--- config.mk ---
export PLATFORM = sky130hd
export DESIGN_NAME = ata_wait_qual
export DESIGN_NICKNAME = d
export VERILOG_FILES = /design/src/rtl/ata_wait_pkg.sv /design/src/rtl/ata_select_cache.sv /design/src/rtl/ata_wait_timer.sv /design/src/rtl/ata_status_judge.sv /design/src/rtl/ata_wait_qual.sv
export SDC_FILE = /design/constraint.sdc
export NUM_CORES = 1
export LEC_CHECK = 0
export BUFFER_PORTS_ARGS = -buffer_cell sky130_fd_sc_hd__buf_4
export CORE_MARGIN = 2
export CORE_UTILIZATION = 35
export DETAILED_ROUTE_END_ITERATION = 10
export MAX_ROUTING_LAYER = met4
export PLACE_DENSITY = 0.53
export SETUP_SLACK_MARGIN = 0.1
export SLEW_MARGIN = 15
export SYNTH_ARGS = -nofsm -noshare
export SYNTH_HDL_FRONTEND = slang
export SYNTH_SLANG_ARGS = --single-unit
--- constraint.sdc ---
create_clock -name clk -period 3.55 [get_ports clk]
set_input_delay 0.1775 -clock clk [delete_from_list [all_inputs] [get_ports clk]]
set_output_delay 0.1775 -clock clk [all_outputs]
set_load 0.01 [all_outputs]
--- src/rtl/ata_wait_pkg.sv ---
package ata_wait_pkg;

    localparam logic [7:0] STS_BSY = 8'h80;
    localparam logic [7:0] STS_DRQ = 8'h08;
    localparam logic [7:0] STS_ERR = 8'h01;
    localparam logic [7:0] STS_DF  = 8'h20;

    localparam logic [2:0] OFS_DEVHEAD = 3'd6;
    localparam logic [2:0] OFS_ALTSTS  = 3'd0;

    typedef enum logic [1:0] {
        RES_DATA    = 2'd0,
        RES_IDLE    = 2'd1,
        RES_ERROR   = 2'd2,
        RES_TIMEOUT = 2'd3
    } wait_result_e;

    typedef enum logic [1:0] {
        PH_IDLE,
        PH_SELECT,
        PH_SETTLE,
        PH_POLL
    } wait_phase_e;

    typedef enum logic [1:0] {
        VD_WAIT,
        VD_DATA,
        VD_IDLE,
        VD_ERROR
    } verdict_e;

    typedef struct packed {
        logic       ctrl_sel;
        logic [2:0] ofs;
        logic       rd;
        logic       wr;
        logic [7:0] wdata;
    } bus_cmd_t;

    // LBA addressing with both legacy bits set; drive number in bit 4
    function automatic logic [7:0] devhead_value(input logic drive);
        return 8'hE0 | {3'b000, drive, 4'b0000};
    endfunction

    function automatic wait_result_e verdict_to_result(input verdict_e v);
        case (v)
            VD_DATA:  return RES_DATA;
            VD_IDLE:  return RES_IDLE;
            VD_ERROR: return RES_ERROR;
            default:  return RES_TIMEOUT;
        endcase
    endfunction

endpackage

--- src/rtl/ata_select_cache.sv ---
module ata_select_cache
    import ata_wait_pkg::*;
(
    input  logic       clk,
    input  logic       rst,
    input  logic [7:0] probe_val,
    output logic       hit,
    input  logic       load,
    input  logic [7:0] load_val
);
    logic       valid_q;
    logic [7:0] value_q;

    always_ff @(posedge clk) begin
        if (rst) begin
            valid_q <= 1'b0;
            value_q <= '0;
        end else if (load) begin
            valid_q <= 1'b1;
            value_q <= load_val;
        end
    end

    assign hit = valid_q && (value_q == probe_val);

endmodule

--- src/rtl/ata_wait_timer.sv ---
module ata_wait_timer #(
    parameter int TIMER_W = 16
) (
    input  logic               clk,
    input  logic               rst,
    input  logic               clear,
    input  logic               run,
    input  logic [TIMER_W-1:0] limit,
    output logic [TIMER_W-1:0] count,
    output logic               expired
);
    localparam logic [TIMER_W-1:0] CNT_MAX = '1;

    always_ff @(posedge clk) begin
        if (rst) begin
            count <= '0;
        end else if (clear) begin
            count <= '0;
        end else if (run && count != CNT_MAX) begin
            count <= count + 1'b1;
        end
    end

    assign expired = (count >= limit);

endmodule

--- src/rtl/ata_status_judge.sv ---
module ata_status_judge
    import ata_wait_pkg::*;
(
    input  logic [7:0] status,
    input  logic       mask_err,
    input  logic       nodata,
    output verdict_e   verdict
);
    logic bsy, drq, fault;

    always_comb begin
        bsy   = (status & STS_BSY) != 8'h00;
        drq   = (status & STS_DRQ) != 8'h00;
        fault = (status & (STS_ERR | STS_DF)) != 8'h00;
        if (bsy)
            verdict = VD_WAIT;
        else if (fault && !mask_err)
            verdict = VD_ERROR;
        else if (nodata)
            verdict = VD_IDLE;
        else if (drq)
            verdict = VD_DATA;
        else
            verdict = VD_WAIT;
    end

endmodule

--- src/rtl/ata_wait_qual.sv ---
module ata_wait_qual
    import ata_wait_pkg::*;
#(
    parameter int TIMER_W      = 16,
    parameter int SETTLE_READS = 15,
    parameter int STALE_READS  = 4
) (
    input  logic               clk,
    input  logic               rst,
    input  logic               req_valid,
    input  logic               req_drive,
    input  logic               req_cmd_issued,
    input  logic               req_nodata,
    input  logic [TIMER_W-1:0] timeout_limit,
    output logic               bus_ctrl_sel,
    output logic [2:0]         bus_ofs,
    output logic               bus_rd,
    output logic               bus_wr,
    output logic [7:0]         bus_wdata,
    input  logic [7:0]         bus_rdata,
    output logic               busy,
    output logic               done,
    output logic [1:0]         result,
    output logic [TIMER_W-1:0] elapsed
);
    localparam int SLW = $clog2(SETTLE_READS + 1);
    localparam int STW = $clog2(STALE_READS + 1);
    localparam logic [SLW-1:0] SETTLE_LOAD = SLW'(SETTLE_READS - 1);
    localparam logic [STW-1:0] STALE_LOAD  = STW'(STALE_READS);
    localparam bit HAS_SETTLE = (SETTLE_READS > 1);

    wait_phase_e    phase_q;
    logic           drive_q;
    logic           nodata_q;
    logic [STW-1:0] stale_left_q;
    logic [SLW-1:0] settle_left_q;
    wait_result_e   result_q;
    logic           done_q;

    bus_cmd_t  bus_cmd;
    verdict_e  verdict;
    logic      accept, cache_hit, timer_expired;
    logic      finish_judged, finish_timeout, finish;
    logic [7:0] probe_val;

    assign probe_val = devhead_value(req_drive);
    assign accept    = req_valid && (phase_q == PH_IDLE);

    ata_select_cache u_cache (
        .clk       (clk),
        .rst       (rst),
        .probe_val (probe_val),
        .hit       (cache_hit),
        .load      (phase_q == PH_SELECT),
        .load_val  (devhead_value(drive_q))
    );

    ata_wait_timer #(.TIMER_W(TIMER_W)) u_timer (
        .clk     (clk),
        .rst     (rst),
        .clear   (accept),
        .run     ((phase_q != PH_IDLE) && !finish),
        .limit   (timeout_limit),
        .count   (elapsed),
        .expired (timer_expired)
    );

    ata_status_judge u_judge (
        .status   (bus_rdata),
        .mask_err (stale_left_q != '0),
        .nodata   (nodata_q),
        .verdict  (verdict)
    );

    always_comb begin
        bus_cmd = '0;
        case (phase_q)
            PH_SELECT: begin
                bus_cmd.wr    = 1'b1;
                bus_cmd.ofs   = OFS_DEVHEAD;
                bus_cmd.wdata = devhead_value(drive_q);
            end
            PH_SETTLE, PH_POLL: begin
                bus_cmd.rd       = 1'b1;
                bus_cmd.ctrl_sel = 1'b1;
                bus_cmd.ofs      = OFS_ALTSTS;
            end
            default: ;
        endcase
    end

    assign finish_judged  = (phase_q == PH_POLL) && (verdict != VD_WAIT);
    assign finish_timeout = (phase_q != PH_IDLE) && !finish_judged && timer_expired;
    assign finish         = finish_judged || finish_timeout;

    always_ff @(posedge clk) begin
        if (rst) begin
            phase_q       <= PH_IDLE;
            drive_q       <= 1'b0;
            nodata_q      <= 1'b0;
            settle_left_q <= '0;
            result_q      <= RES_DATA;
            done_q        <= 1'b0;
        end else begin
            done_q <= finish;
            if (accept) begin
                drive_q  <= req_drive;
                nodata_q <= req_nodata;
                phase_q  <= cache_hit ? PH_POLL : PH_SELECT;
            end else if (finish) begin
                phase_q  <= PH_IDLE;
                result_q <= finish_judged ? verdict_to_result(verdict) : RES_TIMEOUT;
            end else begin
                case (phase_q)
                    PH_SELECT: begin
                        settle_left_q <= SETTLE_LOAD;
                        phase_q       <= HAS_SETTLE ? PH_SETTLE : PH_POLL;
                    end
                    PH_SETTLE: begin
                        settle_left_q <= settle_left_q - 1'b1;
                        if (settle_left_q <= SLW'(1))
                            phase_q <= PH_POLL;
                    end
                    default: ;
                endcase
            end
        end
    end

    // stale-error window: loaded per request, spent one per status read
    always_ff @(posedge clk) begin
        if (rst)
            stale_left_q <= '0;
        else if (accept)
            stale_left_q <= req_cmd_issued ? STALE_LOAD : '0;
        else if (bus_cmd.rd && stale_left_q != '0)
            stale_left_q <= stale_left_q - 1'b1;
    end

    assign bus_ctrl_sel = bus_cmd.ctrl_sel;
    assign bus_ofs      = bus_cmd.ofs;
    assign bus_rd       = bus_cmd.rd;
    assign bus_wr       = bus_cmd.wr;
    assign bus_wdata    = bus_cmd.wdata;
    assign busy         = (phase_q != PH_IDLE);
    assign done         = done_q;
    assign result       = result_q;

endmodule

# Word-level counts from Yosys, hierarchy flattened
# Index checks and enable logic that the tools add are counted.
word_totals:
  reg_bits: 33
  in_bits: 30
  out_inout_bits: 34
  word_cells: 70
classes:
  addsub: 3
  order_cmp: 2
  eq_ne: 9
  muxes: 18
  bitwise_logic: 2
  n_reduce_logical: 26
ops:
  columns: ["operator", "n"]
  rows:
  - ["$add 16x1->16 const B", 1]
  - ["$ge 16x16->1", 1]
  - ["$mux 2", 8]
  - ["$ne 16x16->1 const B", 1]
  - ["$mux 3", 4]
  - ["$logic_and 1x1->1", 9]
  - ["$mux 9", 1]
  - ["$eq 2x2->1 const B", 4]
  - ["$pmux 4 s2", 1]
  - ["$reduce_bool 2->1", 4]
  - ["$reduce_bool 8->1", 1]
  - ["$pmux 2 s3", 1]
  - ["$eq 2x1->1 const B", 2]
  - ["$eq 4x4->1", 1]
  - ["$le 4x1->1 const B", 1]
  - ["$ne 4x4->1 const B", 1]
  - ["$pmux 2 s2", 1]
  - ["$reduce_and 2->1", 2]
  - ["$reduce_bool 4->1", 1]
  - ["$reduce_or 2->1", 2]
  - ["$sub 4x1->4 const B", 1]
  - ["$logic_not 1->1", 3]
  - ["$reduce_and 3->1", 1]
  - ["$reduce_bool 3->1", 1]
  - ["other kinds (5)", 7]

# Depth between registers and ports, before layout
depth:
  word_depth: 14
  mapped_depth: 13
  depth_no_buf: 12

# Hierarchy
# A second synthesis with hierarchy kept.
hier_totals:
  cells_unflattened: 298
  hier_area_um2: 2618.8
modules_own_cells:
  columns: ["module", "n_inst", "cells_each", "area_each_um2", "seq_area_each_um2"]
  rows:
  - ["ata_wait_timer", 1, 147, 1268.7, 320.3]
  - ["ata_wait_qual", 1, 105, 895.9, 280.3]
  - ["ata_select_cache", 1, 41, 407.9, 180.2]
  - ["ata_status_judge", 1, 5, 46.3, 0.0]

# Worst setup path before layout
# No wires, ideal clock.
synth_timing:
  path_kind: "register -> register"
  from: "register stale_left_q[0]"
  to: "register u_timer.count[8]"
  setup_time_ns: 0.070
  t_arrival_ns: 2.546
  required_time_ns: 3.480
  path_slack_ns: 0.934
  stages_incl_launch_ff: 14
  n_path_buf: 2
  synth_period_minus_slack_ns: 2.616
  cell_sequence: "dfxtp_1 > inv_1 > ha_1 > nor2b_1 > o21a_1 > o21bai_1 > ha_1 > nor2b_1 > buf_6 > or3_1 > clkbuf_1 > nor2_2 > or4b_1 > a21oi_1"
synth_between:
  elab_chain_cells: 14
synth_lines:
  columns: ["item", "line", "rtl"]
  rows:
  - ["from (decl)", "ata_wait_qual.sv:35", "logic [STW-1:0] stale_left_q;"]
  - ["from (signal assigned)", "ata_wait_qual.sv:135", "stale_left_q <= req_cmd_issued ? STALE_LOAD : '0;"]
  - ["from (signal assigned)", "ata_wait_qual.sv:137", "stale_left_q <= stale_left_q - 1'b1;"]
  - ["$reduce_bool 3->1 (*)", "ata_wait_qual.sv:70", ".mask_err (stale_left_q != '0),"]
  - ["$logic_not 1->1 (*)", "ata_status_judge.sv:17", "else if (fault && !mask_err)"]
  - ["$logic_and 1x1->1 (*)", "ata_status_judge.sv:17", null]
  - ["$mux 2 (*)", "ata_status_judge.sv:17", null]
  - ["$mux 2 (*)", "ata_status_judge.sv:15", "if (bsy)"]
  - ["$reduce_bool 2->1 (*)", "ata_wait_qual.sv:92", "assign finish_judged = (phase_q == PH_POLL) && (verdict != VD_WAIT);"]
  - ["$logic_and 1x1->1 (*)", "ata_wait_qual.sv:92", null]
  - ["$logic_not 1->1", "ata_wait_qual.sv:93", "assign finish_timeout = (phase_q != PH_IDLE) && !finish_judged && timer_expired;"]
  - ["$logic_and 1x1->1 (2 in a row)", "ata_wait_qual.sv:93", null]
  - ["$logic_or 1x1->1 (*)", "ata_wait_qual.sv:94", "assign finish = finish_judged || finish_timeout;"]
  - ["$logic_not 1->1 (*)", "ata_wait_qual.sv:62", ".run ((phase_q != PH_IDLE) && !finish),"]
  - ["$logic_and 1x1->1 (*)", "ata_wait_qual.sv:62", null]
  - ["$logic_and 1x1->1 (*)", "ata_wait_timer.sv:19", "end else if (run && count != CNT_MAX) begin"]
  - ["to (signal assigned)", "ata_wait_timer.sv:20", "count <= count + 1'b1;"]
  - ["to (decl)", "ata_wait_timer.sv:9", "output logic [TIMER_W-1:0] count,"]
# Every way passes the cells marked *; elsewhere a longest branch is shown, timed or not.
# A chain may end at the register's enable or synchronous reset.

# Final worst setup path
# Same ends and word-level chain as after synthesis.

==> summary by stage <==
Outcome
The run finished with clean final reports.

Global routing
The global-route usage over all layers is 0.165. The number of antenna violations at the first check in global routing is 0. The global-route wire length before repair is 9.61 mm. Entering global routing, the biggest net connects 22 pins.

The leftover overflow at the end of global routing is 0. The number of global-route vias before repair is 2095.

Die
The die is 86.2 um wide. The number of top-level design ports is 64. The die is 86.2 um tall. The starting density of the core is 0.367. The floorplan core area is 6460 um^2. The total number of placement rows is 29.

The die covers 7440 um^2.

Run
The max-capacitance violation count is 0.

Clock tree
The number of buffers inserted by post-CTS setup repair is 0. The H-tree was split into 2 levels. For the worst-skew pair, the clock arrives at the later sink with an insertion delay of about 0.28 ns.

TritonCTS created 5 clock buffers. The CTS tree is yes. Clock tree synthesis found a total of 32 sinks.

The number of instances resized during post-cts repair is 0. In this run the deepest clock path goes through 2 buffers. Buffers inserted to repair hold after CTS numbered 0.

Clock-pin slew was measured on the worst setup and hold paths at about 0.060 ns. The cell chosen for the clock root is sky130_fd_sc_hd__clkbuf_8.

Layout
The synthesis-to-finish area growth is 18.8%. The number of antenna diodes in the final layout is 0. For this run, the post-layout net count is 392. The sequential standard cell area is 641 um^2. The layout cell share with drive strength beyond 1 is 0.201. In the final layout, the multi-input gates occupy between 1000 and 1500 um^2.

The count of fill cells added during filler insertion is 669. At the end of the flow the core is filled with cells to 0.435. After routing the design area is between 2000 and 3000 um^2.

Critical path
Setup slack on the worst reg-to-reg path comes out at 0.72 ns. STA puts the critical path data required time at 3.75 ns. In this run the worst path has a maximum fanout of 9. The data arrival time of the critical path is 3.03 ns. The worst setup path is of the reg2reg kind.

STA classifies the critical path endpoint as a register. The category of the worst setup path launch point is a register.

Timing
The post-route clock period utilization is 0.796. Timing would allow up to approximately 350 MHz. The clock period minus final worst setup slack is 2.83 ns. The final count of pins violating max slew is 0.

Setup repair after global routing left no endpoint under its margin. At the pin with the least slew margin, the transition time is ~0.7 ns. Setup violations remaining at the end of the flow were counted as 0. The final worst-path setup slack is 0.724 ns.

After routing, the total negative slack on setup checks comes to 0 ns. The final hold slack is 0.163 ns. The clock skew after layout is 0.00267 ns. The worst pin sits at a relative slew slack of 0.525.

The number of hold violations in the final report came to 0.

Logic synthesis
The share of synthesized area in the top cell type comes to 0.271. The cell area after technology mapping is 2370 um^2. Counting flops with an async set or reset pin after synthesis yields a share of 0. Counting flops and latches in the post-synthesis netlist gives 32. The number of different library cells used by synthesis comes to 54. For this run, the register share of the synthesized area comes to 0.271. The number of flops mapped to enable cells by yosys is 0. After synthesis, the cell types taking the most area are sky130_fd_sc_hd__dfxtp_1, sky130_fd_sc_hd__ha_1, sky130_fd_sc_hd__a21oi_1. Synthesis produced a netlist whose cell count is slightly below 300. Yosys printed 0 warnings.

The synthesized design spends more area on one cell type than any other, namely sky130_fd_sc_hd__dfxtp_1. A synthesized cell averages 8.08 um^2. The most instantiated flip-flop cell in the synthesis netlist is sky130_fd_sc_hd__dfxtp_1.

Route
Dividing the detail-routed via count by the number of cells gives 5.41. The post-detailed-route wirelength per cell is 13.7 um. The top routing layer in use is met4.

The final wirelength is between 5 and 6 mm. The wire length on met1 is approximately 2.7 mm. The pre-antenna-repair detailed-routing pass consisted of 5 iterations. The routed wire length on met2 is 2.55 mm. The detailed-route DRC error count is 0. The routed layout has 2222 vias.

The routed wire length on met3 is 364 um. The violation count after the first detailed-routing iteration is 120. The final antenna-violating net count is 0.

Placed design
In this run the tool buffered the top-level ports with 54 buffer cells. After detailed placement, the total cell area comes to 2740 um^2. At the placement stage, the worst setup path has a slack of 0.757 ns.

Detailed placement ended at an HPWL of approximately 4.2 mm. The global placer's final weighted congestion is 0.827.

Power and ir drop
Across the VDD grid, the largest voltage drop is 0.295 mV. Dividing total power by cell area gives a power density of 509 nW/um^2. The static leakage is 0.00120 uW.

Worst hold path
In this run the worst hold path is classified as in2reg.
==> cells by family (layout without fill, tap and decap cells) <==
group | Yosys count | after routing | share of synthesized area
buffers and inverters | 51 | 88 | 0.106
XOR/XNOR | 3 | 3 | 0.0111
AND/OR/NAND/NOR | 104 | 104 | 0.251
multiplexers | 1 | 1 | 0.00423
adder cells (fa/ha/maj) | 26 | 26 | 0.137
AO/OA/AOI/OAI | 75 | 75 | 0.219
flip-flops | 32 | 32 | 0.271
other | 1 | 5 | 0.00158
==> registers in the layout, summed over array words and instances (netlist names) <==
register and cells:
done 1, drive_q 1, nodata_q 1, phase_q 2
result 2, settle_left_q 4, stale_left_q 3, u_cache.valid_q 1
u_cache.value_q 1, u_timer.count 16
==> layout make-up <==
| class | count | area share |
|---|---|---|
| multi-input cells | 214 | 0.530 |
| flip-flops and latches | 32 | 0.228 |
| repair buffers | 54 | 0.144 |
| inverters | 29 | 0.0387 |
| well taps | 77 | 0.0343 |
| clock buffers | 5 | 0.0245 |
==> where the power goes <==
part           leakage (uW)  internal (uW)  switching [uW]
combinational      0.000906            303             411
sequential         0.000260            421            50.2
clock             0.0000359            126             119
total               0.00120            850             581
==> cells in the final DEF, fill, tap and decap left out, drive strengths merged, types with 2 or more instances in the layout <==
| cell | Yosys | routed |
|---|---|---|
| xnor2 | 2 | 2 |
| o21ai | 10 | 10 |
| nand4bb | 2 | 2 |
| or4 | 7 | 7 |
| o31ai | 7 | 7 |
| a21oi | 26 | 26 |
| nand4b | 2 | 2 |
| and4 | 3 | 3 |
| a31oi | 3 | 3 |
| nand2b | 5 | 5 |
| a311oi | 2 | 2 |
| ha | 26 | 26 |
| clkbuf | 7 | 5 |
| dfxtp | 32 | 32 |
| buf | 15 | 54 |
| nand4 | 7 | 7 |
| nand3 | 15 | 15 |
| nor3 | 7 | 7 |
| conb | 1 | 5 |
| or3 | 3 | 3 |
| and3 | 3 | 3 |
| and2 | 2 | 2 |
| o21bai | 3 | 3 |
| a211oi | 4 | 4 |
| a41oi | 2 | 2 |
| o41ai | 5 | 5 |
| nand2 | 19 | 19 |
| inv | 29 | 29 |
| o21a | 4 | 4 |
| nor2 | 19 | 19 |
| nor2b | 6 | 6 |
==> routing by layer <==
metal	up-vias	track usage
li1	1132	-
met1	1019	0.217
met2	67	0.261
met3	4	0.0333
met4	0	0.0426
met5	-	-
==> synth_stat cells (2+ instances only) <==
master                      count
sky130_fd_sc_hd__xnor2_1        2
sky130_fd_sc_hd__buf_2          2
sky130_fd_sc_hd__a31oi_1        3
sky130_fd_sc_hd__o41ai_1        5
sky130_fd_sc_hd__buf_6          2
sky130_fd_sc_hd__nand3_1       14
sky130_fd_sc_hd__and3_1         3
sky130_fd_sc_hd__o21a_1         4
sky130_fd_sc_hd__o31ai_1        7
sky130_fd_sc_hd__ha_1          26
sky130_fd_sc_hd__or4_1          7
sky130_fd_sc_hd__nand4b_1       2
sky130_fd_sc_hd__nor2_1        18
sky130_fd_sc_hd__nand2_1       19
sky130_fd_sc_hd__nand4_1        7
sky130_fd_sc_hd__buf_4         11
sky130_fd_sc_hd__a211oi_1       4
sky130_fd_sc_hd__or3_1          3
sky130_fd_sc_hd__nor2b_1        6
sky130_fd_sc_hd__nand2b_1       5
sky130_fd_sc_hd__and4_1         3
sky130_fd_sc_hd__o21bai_1       3
sky130_fd_sc_hd__and2_1         2
sky130_fd_sc_hd__nand4bb_1      2
sky130_fd_sc_hd__a21oi_1       26
sky130_fd_sc_hd__nor3_1         6
sky130_fd_sc_hd__dfxtp_1       32
sky130_fd_sc_hd__a311oi_1       2
sky130_fd_sc_hd__inv_1         28
sky130_fd_sc_hd__clkbuf_1       7
sky130_fd_sc_hd__o21ai_0        6
sky130_fd_sc_hd__o21ai_1        4
==> critical path: stages (launching register included) <==
cell                       delay [ns]
sky130_fd_sc_hd__dfxtp_1         0.34
sky130_fd_sc_hd__inv_1           0.06
sky130_fd_sc_hd__ha_1            0.19
sky130_fd_sc_hd__nor2b_1         0.14
sky130_fd_sc_hd__o21a_1          0.12
sky130_fd_sc_hd__o21bai_1        0.20
sky130_fd_sc_hd__ha_1            0.21
sky130_fd_sc_hd__nor2b_1         0.14
sky130_fd_sc_hd__or3_1           0.52
sky130_fd_sc_hd__nor2_2          0.24
sky130_fd_sc_hd__or4b_1          0.45
sky130_fd_sc_hd__a21oi_1         0.14
==> metrics by stage <==
step,instances,power [uW]
2_1_floorplan,297,1000
3_3_place_gp,406,1190
3_5_place_dp,406,1190
4_1_cts,411,1450
5_1_grt,411,1560
6_report,411,1430
==> path summary, 6_finish.rpt <==
kind / startpoint / to / depth (start not counted)
worst max register to register: stale_left_q[0] / u_timer.count[8] / 11
worst max-delay path: stale_left_q[0] / u_timer.count[8] / 11
worst min register to register: drive_q / drive_q / 2
worst min-delay path: req_nodata / nodata_q / 3
Note: power is estimated with default switching activity, not from simulation.
